File: config.mk
export PLATFORM = sky130hd
export DESIGN_NAME = wpb_btb
export DESIGN_NICKNAME = d
export VERILOG_FILES = /design/src/rtl/wpb_pkg.sv /design/src/rtl/wpb_fsm.sv /design/src/rtl/wpb_hold.sv /design/src/rtl/wpb_array.sv /design/src/rtl/wpb_btb.sv
export SDC_FILE = /design/constraint.sdc
export NUM_CORES = 2
export LEC_CHECK = 0
export BUFFER_PORTS_ARGS = -buffer_cell sky130_fd_sc_hd__buf_2
export CELL_PAD_IN_SITES_DETAIL_PLACEMENT = 1
export CELL_PAD_IN_SITES_GLOBAL_PLACEMENT = 1
export CORE_ASPECT_RATIO = 0.8
export CORE_UTILIZATION = 53
export CTS_BUF_LIST = sky130_fd_sc_hd__clkbuf_16
export CTS_CLUSTER_DIAMETER = 30
export CTS_CLUSTER_SIZE = 14
export DETAILED_ROUTE_END_ITERATION = 10
export GPL_ROUTABILITY_DRIVEN = 1
export PLACE_DENSITY_LB_ADDON = 0.1
export SYNTH_ARGS = -nofsm -noshare
export SYNTH_HDL_FRONTEND = slang
export SYNTH_SLANG_ARGS = --single-unit
File: constraint.sdc
create_clock -name clk -period 4.25 [get_ports clk]
set_input_delay 0.425 -clock clk [delete_from_list [all_inputs] [get_ports clk]]
set_output_delay 0.425 -clock clk [all_outputs]
set_load 0.02 [all_outputs]
File: src/rtl/wpb_pkg.sv
package wpb_pkg;

    typedef enum logic [1:0] {
        ST_IDLE  = 2'd0,
        ST_WRITE = 2'd1,
        ST_FLUSH = 2'd2
    } wpb_state_e;

endpackage

File: src/rtl/wpb_fsm.sv
module wpb_fsm
    import wpb_pkg::*;
(
    input  logic clk,
    input  logic rst_n,
    input  logic flush_req,
    input  logic rec_req,
    output logic stall_o,
    output logic do_write_o,
    output logic do_flush_o
);

    wpb_state_e state_q, state_d;

    // next-state: GO_FLUSH beats GO_WRITE, otherwise RETURN
    always_comb begin
        if (flush_req)      state_d = ST_FLUSH;
        else if (rec_req)   state_d = ST_WRITE;
        else                state_d = ST_IDLE;
    end

    always_ff @(posedge clk or negedge rst_n) begin
        if (!rst_n) state_q <= ST_IDLE;
        else        state_q <= state_d;
    end

    always_comb begin
        stall_o    = 1'b0;
        do_write_o = 1'b0;
        do_flush_o = 1'b0;
        unique case (state_q)
            ST_IDLE:  ;
            ST_WRITE: begin
                stall_o    = 1'b1;
                do_write_o = 1'b1;
            end
            ST_FLUSH: begin
                stall_o    = 1'b1;
                do_flush_o = 1'b1;
            end
            default:  stall_o = 1'b1;
        endcase
    end

endmodule

File: src/rtl/wpb_hold.sv
module wpb_hold #(
    parameter int IDX_W = 4,
    parameter int TAG_W = 26,
    parameter int SET_W = 8
) (
    input  logic             clk,
    input  logic             rst_n,
    input  logic             cap_en,
    input  logic [IDX_W-1:0] cap_idx,
    input  logic [TAG_W-1:0] cap_tag,
    input  logic             cap_dir,
    input  logic             rec_req,
    input  logic [SET_W-1:0] rec_wps,
    input  logic             clr,
    output logic             sv_valid_o,
    output logic [IDX_W-1:0] sv_idx_o,
    output logic [TAG_W-1:0] sv_tag_o,
    output logic             sv_dir_o,
    output logic [SET_W-1:0] rec_q_o
);

    always_ff @(posedge clk or negedge rst_n) begin
        if (!rst_n) begin
            sv_valid_o <= 1'b0;
            sv_idx_o   <= '0;
            sv_tag_o   <= '0;
            sv_dir_o   <= 1'b0;
        end else if (clr) begin
            sv_valid_o <= 1'b0;
        end else if (cap_en) begin
            sv_valid_o <= 1'b1;
            sv_idx_o   <= cap_idx;
            sv_tag_o   <= cap_tag;
            sv_dir_o   <= cap_dir;
        end
    end

    always_ff @(posedge clk or negedge rst_n) begin
        if (!rst_n)       rec_q_o <= '0;
        else if (rec_req) rec_q_o <= rec_wps;
    end

endmodule

File: src/rtl/wpb_array.sv
module wpb_array #(
    parameter int ENTRIES = 16,
    parameter int PC_W    = 32,
    parameter int IDX_W   = 4,
    parameter int TAG_W   = 26,
    parameter int SET_W   = 8
) (
    input  logic             clk,
    input  logic             rst_n,
    input  logic [IDX_W-1:0] rd_idx,
    input  logic [TAG_W-1:0] rd_tag,
    input  logic             rd_dir,
    output logic             rd_hit_o,
    output logic [PC_W-1:0]  rd_target_o,
    output logic             rd_wpv_o,
    output logic [SET_W-1:0] rd_wps_o,
    input  logic             alloc_en,
    input  logic [IDX_W-1:0] alloc_idx,
    input  logic [TAG_W-1:0] alloc_tag,
    input  logic [PC_W-1:0]  alloc_target,
    output logic             alloc_repl_o,
    input  logic             wr_en,
    input  logic [IDX_W-1:0] wr_idx,
    input  logic [TAG_W-1:0] wr_tag,
    input  logic             wr_dir,
    input  logic [SET_W-1:0] wr_set,
    input  logic             flush_en
);

    logic [ENTRIES-1:0] v_vec, wvt_vec, wvn_vec;
    logic [TAG_W-1:0]   tag_arr [ENTRIES];
    logic [PC_W-1:0]    tgt_arr [ENTRIES];
    logic [SET_W-1:0]   st_arr  [ENTRIES];
    logic [SET_W-1:0]   sn_arr  [ENTRIES];
    logic               wr_match;

    assign wr_match = wr_en && v_vec[wr_idx] && (tag_arr[wr_idx] == wr_tag);

    for (genvar e = 0; e < ENTRIES; e++) begin : g_ent
        logic             ev, evt, evn;
        logic [TAG_W-1:0] et;
        logic [PC_W-1:0]  eg;
        logic [SET_W-1:0] est, esn;
        logic             sel_a, sel_w;

        assign sel_a = alloc_en && (alloc_idx == IDX_W'(e));
        assign sel_w = wr_match && (wr_idx == IDX_W'(e));

        always_ff @(posedge clk or negedge rst_n) begin
            if (!rst_n) begin
                ev  <= 1'b0;
                evt <= 1'b0;
                evn <= 1'b0;
                et  <= '0;
                eg  <= '0;
                est <= '0;
                esn <= '0;
            end else if (flush_en) begin
                evt <= 1'b0;
                evn <= 1'b0;
            end else if (sel_a) begin
                ev  <= 1'b1;
                et  <= alloc_tag;
                eg  <= alloc_target;
                evt <= 1'b0;
                evn <= 1'b0;
            end else if (sel_w) begin
                if (wr_dir) begin
                    est <= wr_set;
                    evt <= 1'b1;
                end else begin
                    esn <= wr_set;
                    evn <= 1'b1;
                end
            end
        end

        assign v_vec[e]   = ev;
        assign wvt_vec[e] = evt;
        assign wvn_vec[e] = evn;
        assign tag_arr[e] = et;
        assign tgt_arr[e] = eg;
        assign st_arr[e]  = est;
        assign sn_arr[e]  = esn;
    end

    assign rd_hit_o     = v_vec[rd_idx] && (tag_arr[rd_idx] == rd_tag);
    assign rd_target_o  = tgt_arr[rd_idx];
    assign rd_wpv_o     = rd_hit_o && (rd_dir ? wvt_vec[rd_idx] : wvn_vec[rd_idx]);
    assign rd_wps_o     = rd_dir ? st_arr[rd_idx] : sn_arr[rd_idx];
    assign alloc_repl_o = v_vec[alloc_idx] && (tag_arr[alloc_idx] != alloc_tag);

endmodule

File: src/rtl/wpb_btb.sv
module wpb_btb #(
    parameter int ENTRIES = 16,
    parameter int PC_W    = 32,
    parameter int NUM_WP  = 4,
    parameter int WAYS    = 4,
    localparam int IDX_W  = $clog2(ENTRIES),
    localparam int TAG_W  = PC_W - IDX_W - 2,
    localparam int WAY_W  = $clog2(WAYS),
    localparam int SET_W  = NUM_WP * WAY_W
) (
    input  logic             clk,
    input  logic             rst_n,
    input  logic             lk_req,
    input  logic             lk_save,
    input  logic [PC_W-1:0]  lk_pc,
    input  logic             pred_taken,
    output logic             lk_vld_o,
    output logic             lk_hit_o,
    output logic [PC_W-1:0]  lk_target_o,
    output logic             lk_wp_vld_o,
    output logic [SET_W-1:0] lk_wps_o,
    input  logic             alloc_req,
    input  logic [PC_W-1:0]  alloc_pc,
    input  logic [PC_W-1:0]  alloc_target,
    output logic             repl_o,
    input  logic             rec_req,
    input  logic [SET_W-1:0] rec_wps,
    input  logic             flush_req,
    output logic             stall_o
);

    logic             do_write, do_flush;
    logic             lk_acc, al_acc;
    logic [IDX_W-1:0] lk_idx, al_idx, sv_idx;
    logic [TAG_W-1:0] lk_tag, al_tag, sv_tag;
    logic             sv_valid, sv_dir;
    logic [SET_W-1:0] rec_q;
    logic             rd_hit, rd_wpv, al_repl;
    logic [PC_W-1:0]  rd_target;
    logic [SET_W-1:0] rd_wps;
    logic             unused_lsb;

    assign unused_lsb = ^{lk_pc[1:0], alloc_pc[1:0]};

    assign lk_idx = lk_pc[IDX_W+1:2];
    assign lk_tag = lk_pc[PC_W-1:IDX_W+2];
    assign al_idx = alloc_pc[IDX_W+1:2];
    assign al_tag = alloc_pc[PC_W-1:IDX_W+2];
    assign lk_acc = lk_req && !stall_o;
    assign al_acc = alloc_req && !stall_o;

    wpb_fsm u_fsm (
        .clk        (clk),
        .rst_n      (rst_n),
        .flush_req  (flush_req),
        .rec_req    (rec_req),
        .stall_o    (stall_o),
        .do_write_o (do_write),
        .do_flush_o (do_flush)
    );

    wpb_hold #(.IDX_W(IDX_W), .TAG_W(TAG_W), .SET_W(SET_W)) u_hold (
        .clk        (clk),
        .rst_n      (rst_n),
        .cap_en     (lk_acc && lk_save),
        .cap_idx    (lk_idx),
        .cap_tag    (lk_tag),
        .cap_dir    (pred_taken),
        .rec_req    (rec_req),
        .rec_wps    (rec_wps),
        .clr        (do_flush),
        .sv_valid_o (sv_valid),
        .sv_idx_o   (sv_idx),
        .sv_tag_o   (sv_tag),
        .sv_dir_o   (sv_dir),
        .rec_q_o    (rec_q)
    );

    wpb_array #(
        .ENTRIES(ENTRIES), .PC_W(PC_W), .IDX_W(IDX_W), .TAG_W(TAG_W), .SET_W(SET_W)
    ) u_arr (
        .clk          (clk),
        .rst_n        (rst_n),
        .rd_idx       (lk_idx),
        .rd_tag       (lk_tag),
        .rd_dir       (pred_taken),
        .rd_hit_o     (rd_hit),
        .rd_target_o  (rd_target),
        .rd_wpv_o     (rd_wpv),
        .rd_wps_o     (rd_wps),
        .alloc_en     (al_acc),
        .alloc_idx    (al_idx),
        .alloc_tag    (al_tag),
        .alloc_target (alloc_target),
        .alloc_repl_o (al_repl),
        .wr_en        (do_write && sv_valid),
        .wr_idx       (sv_idx),
        .wr_tag       (sv_tag),
        .wr_dir       (sv_dir),
        .wr_set       (rec_q),
        .flush_en     (do_flush)
    );

    always_ff @(posedge clk or negedge rst_n) begin
        if (!rst_n) begin
            lk_vld_o    <= 1'b0;
            lk_hit_o    <= 1'b0;
            lk_target_o <= '0;
            lk_wp_vld_o <= 1'b0;
            lk_wps_o    <= '0;
            repl_o      <= 1'b0;
        end else begin
            lk_vld_o    <= lk_acc;
            lk_hit_o    <= lk_acc && rd_hit;
            lk_target_o <= rd_target;
            lk_wp_vld_o <= lk_acc && rd_wpv;
            lk_wps_o    <= rd_wps;
            repl_o      <= al_acc && al_repl;
        end
    end

endmodule

==> results by group <==
Routing
  • Via density: around 6.7
  • Vias after detailed routing: just under 50000
  • WL/cell: about 33 µm
  • Detailed Routing Iterations Pass 1: 5
  • Antenna Nets Post-Route: 0
  • DRC viols: 0
  • Initial DRC Count: slightly below 5000
  • Total Wirelength: ~230000 µm

Setup path
  • CP endpoint kind: flip-flop
  • Critical path type: reg2reg
  • Crit-path max cell delay: ~0.57 ns
  • CP delay by family, top: multiplexers
  • Worst-path maximum fanout: 36
  • Crit path launch type: flip-flop
  • Most used cell, CP: buf_12
  • Critical path, cell by cell: buf_12, mux4_2, mux2i_1, xor2_1, o2111ai_1, o2bb2ai_2, buf_12, nand4_1, nor4_4, buf_4, mux2_2
  • Worst Path Required: ~5 ns
  • Crit path buffers/inverters: 3
  • Worst Path Arrival: 4.83 ns
  • CP max stage cell: xor2_1

STA
  • Setup violators final: 0
  • Min Hold Slack: about 0.10 ns
  • Slew Viols, Final: 0
  • Period utilisation layout: 96.47%
  • Final setup skew: roughly 0.073 ns
  • F_max: about 0.24 GHz
  • Min Tclk post-route: ~4.1 ns
  • Final-report hold violation count: 0
  • Tightest Pin Transition: 1.376 ns
  • TNS Setup: 0 ns
  • Setup repair after global routing missed its margin: no
  • Rel. slew slack: a little over 8%

Floorplan
  • Rows: around 120
  • Die Ht: about 320 µm
  • I/O Pins: approximately 160
  • Die W: roughly 400 µm
  • Initial Utilization: between 50% and 60%
  • Die area: between 100000 and 150000 µm²
  • Core box area: 125100 µm²

Yosys
  • Synth unique cells: 65
  • Synthesized Nets: between 5000 and 6000
  • Ys Warns: 0
  • Mapped Area: ~67000 µm²
  • Largest cells by area after synthesis: dfrtp_1 (49%), mux4_2 (20%), mux2_2 (13%)
  • Most common cell in the netlist: nand2_1
  • Synth async-reset ratio: 100.0%
  • Most frequent cells after synthesis: nand2_1 (1365), dfrtp_1 (1318), mux2_2 (748)
  • Seq/Total Area, Yosys: between 40 and 50%
  • Synth Area per Inst: between 10 and 15 µm²
  • Main flop type after synthesis: dfrtp_1
  • Post-Syn Instances: between 5000 and 6000
  • #FFs+latches synth: between 1000 and 1500
  • Post-synth top area share: between 40% and 50%
  • EDFF count, synth: 0
  • Synth area leader: dfrtp_1

Global routing
  • Grt peak-use layer: met2
  • Initial antenna violation count: 18
  • Total track usage: 37.70%
  • M2 GR Usage: 58.53%
  • Vias in the first global route: approximately 52000
  • Gr ovfl total: 0
  • Met3 GRT Util: around 8.9%
  • First-pass GRT wire length: roughly 350000 µm
  • Largest net degree at the start of global routing: between 100 and 150
  • Met1 GRT Util: between 50% and 60%

Clocking
  • H-tree Lvls: 5
  • Clock Path Buffers: 4
  • Clock latency on the worst-skew pair: between 0.9 and 1 ns
  • Inserted Clock Buffers: about 280
  • CTS tree: yes
  • Root Driver: clkbuf_16
  • Clock slew at reported path FFs: 0.05 ns
  • Clk sinks: 1318

Final layout
  • Layout area overhead: 20.90%
  • Share of cells above drive strength 1: between 40% and 50%
  • Final Cell Area: 80900 µm²
  • Fin nets: 5455
  • Final Non-Filler Cells: between 7000 and 8000
  • Filler cells: 11400

Power
  • Design Power: approximately 0.045 W
  • Clock power share: roughly 49%
  • Sequential power share: between 30% and 40%
  • Internal power: between 0.03 and 0.04 W
  • Psw: 0.01247 W
  • Comb power frac: 16.1%
  • Pleak: around 38 nW
  • Power Dens Cells: 553.5 nW/µm²
  • Sw Ratio: between 20% and 30%
  • VDD IR max: 0.4498 mV

Placed design
  • DP Area: a little over 70000 µm²
  • Port Buf Inserts: between 150 and 200
  • Placed insts: 6615
  • Post-detail-place hpwl: roughly 130000 µm
  • Routability Congestion: between 0.9 and 1

Worst hold path
  • HP Class: in2reg

Run
  • Max Cap Viol: 0

Outcome
  • Status: finished clean
==> registers in the layout (all words and copies together), names as in the netlist, 16 cells and up <==
signal           cells
u_arr.g_ent.evn     16
lk_target_o         32
u_arr.g_ent.evt     16
u_arr.g_ent.et     416
u_arr.g_ent.ev      16
u_hold.sv_tag_o     26
u_arr.g_ent.esn    128
u_arr.g_ent.est    128
u_arr.g_ent.eg     512
==> cell families after synthesis <==
group	synth area share, %
xor+xnor	0.9555
buf+inv	2.979
simple gates	10.13
mux	35.02
flops	49.29
compound gates	1.625
==> per-layer routing <==
| layer | share of wire [%] | vias up |
|---|---|---|
| met5 | 0.042 | - |
| met4 | 3.8 | 16 |
| met3 | 8.8 | 649 |
| met2 | 48 | 2503 |
| met1 | 40 | 26030 |
| li1 | - | 18870 |
==> worst register-to-register path: cells and delay by family (launching register included) <==
kind	cells	cell delay, ns
AND/OR/NAND/NOR	2	0.38
multiplexers	3	1.13
XOR/XNOR	1	0.57
AO/OA/AOI/OAI	2	0.51
flip-flops	1	0.53
buffers and inverters	3	0.80
==> timing repair <==
item                                    CTS  global route
endpoints found under the hold margin   654             0
buffers inserted                          0             1
gates resized for setup                   0             1
hold buffers                             95             0
endpoints found under the setup margin    0           189
==> placed cells by master (no fill, tap or decap), types with 28 or more instances in the layout <==
cell type	instances
nand2_1	1353
dfrtp_1	1315
mux2_2	748
mux4_2	600
clkbuf_16	290
buf_4	146
buf_2	145
dlygate4sd3_1	95
mux2i_1	82
buf_12	72
inv_1	44
mux2_4	41
xor2_1	38
bufinv_16	35
xnor2_1	34
clkinv_2	34
nand4_1	32
nor4_4	32
a31o_2	32
clkinv_1	31
nor2_1	28
clkinvlp_4	28
==> path summary, 6_finish.rpt <==
path / startpoint / end / slack (ns) / cells after the start
max in group asynchronous: rst_n / u_arr.g_ent[11].eg[9] / 2.88 / 3
min in group asynchronous: rst_n / u_arr.g_ent[0].et[12] / 0.19 / 2
max reg2reg: u_hold.sv_idx_o[1] / u_arr.g_ent[9].esn[7] / 0.15 / 11
min reg2reg: u_arr.g_ent[6].eg[19] / u_arr.g_ent[6].eg[19] / 0.47 / 2
min: rec_req / u_fsm.state_q[0] / 0.10 / 2
max: u_hold.sv_idx_o[1] / u_arr.g_ent[9].esn[7] / 0.15 / 11
==> area by class of cell <==
class	instances	area [µm²]	share of cell area, %
Antenna cell	4	10.01	0.01237
Clock buffer	290	7257	8.971
Clock inverter	195	2002	2.475
Inverter	16	60.06	0.07424
Multi-Input combinational cell	3260	32160	39.75
Sequential cell	1318	32990	40.78
Tap cell	1652	2067	2.555
Timing Repair Buffer	466	4347	5.373
==> per-stage QoR <==
stage	util [%]	setup slack, ns
5_1_grt	64.65	0.05564
2_1_floorplan	-	0.5654
4_1_cts	64.60	0.1185
3_5_place_dp	56.44	0.1635
6_report	64.66	0.1502
3_3_place_gp	56.44	0.1848
==> power by group through the flow <==
stage	clock network (W)	registers, W	logic [W]
2_1_floorplan	0	0.0153	0.00485
4_1_cts	0.0220	0.0157	0.00711
6_report	0.0218	0.0158	0.00722
5_1_grt	0.0225	0.0159	0.00763
3_5_place_dp	0	0.0158	0.00691
3_3_place_gp	0	0.0157	0.00670
(Power assumes the default switching activity.)
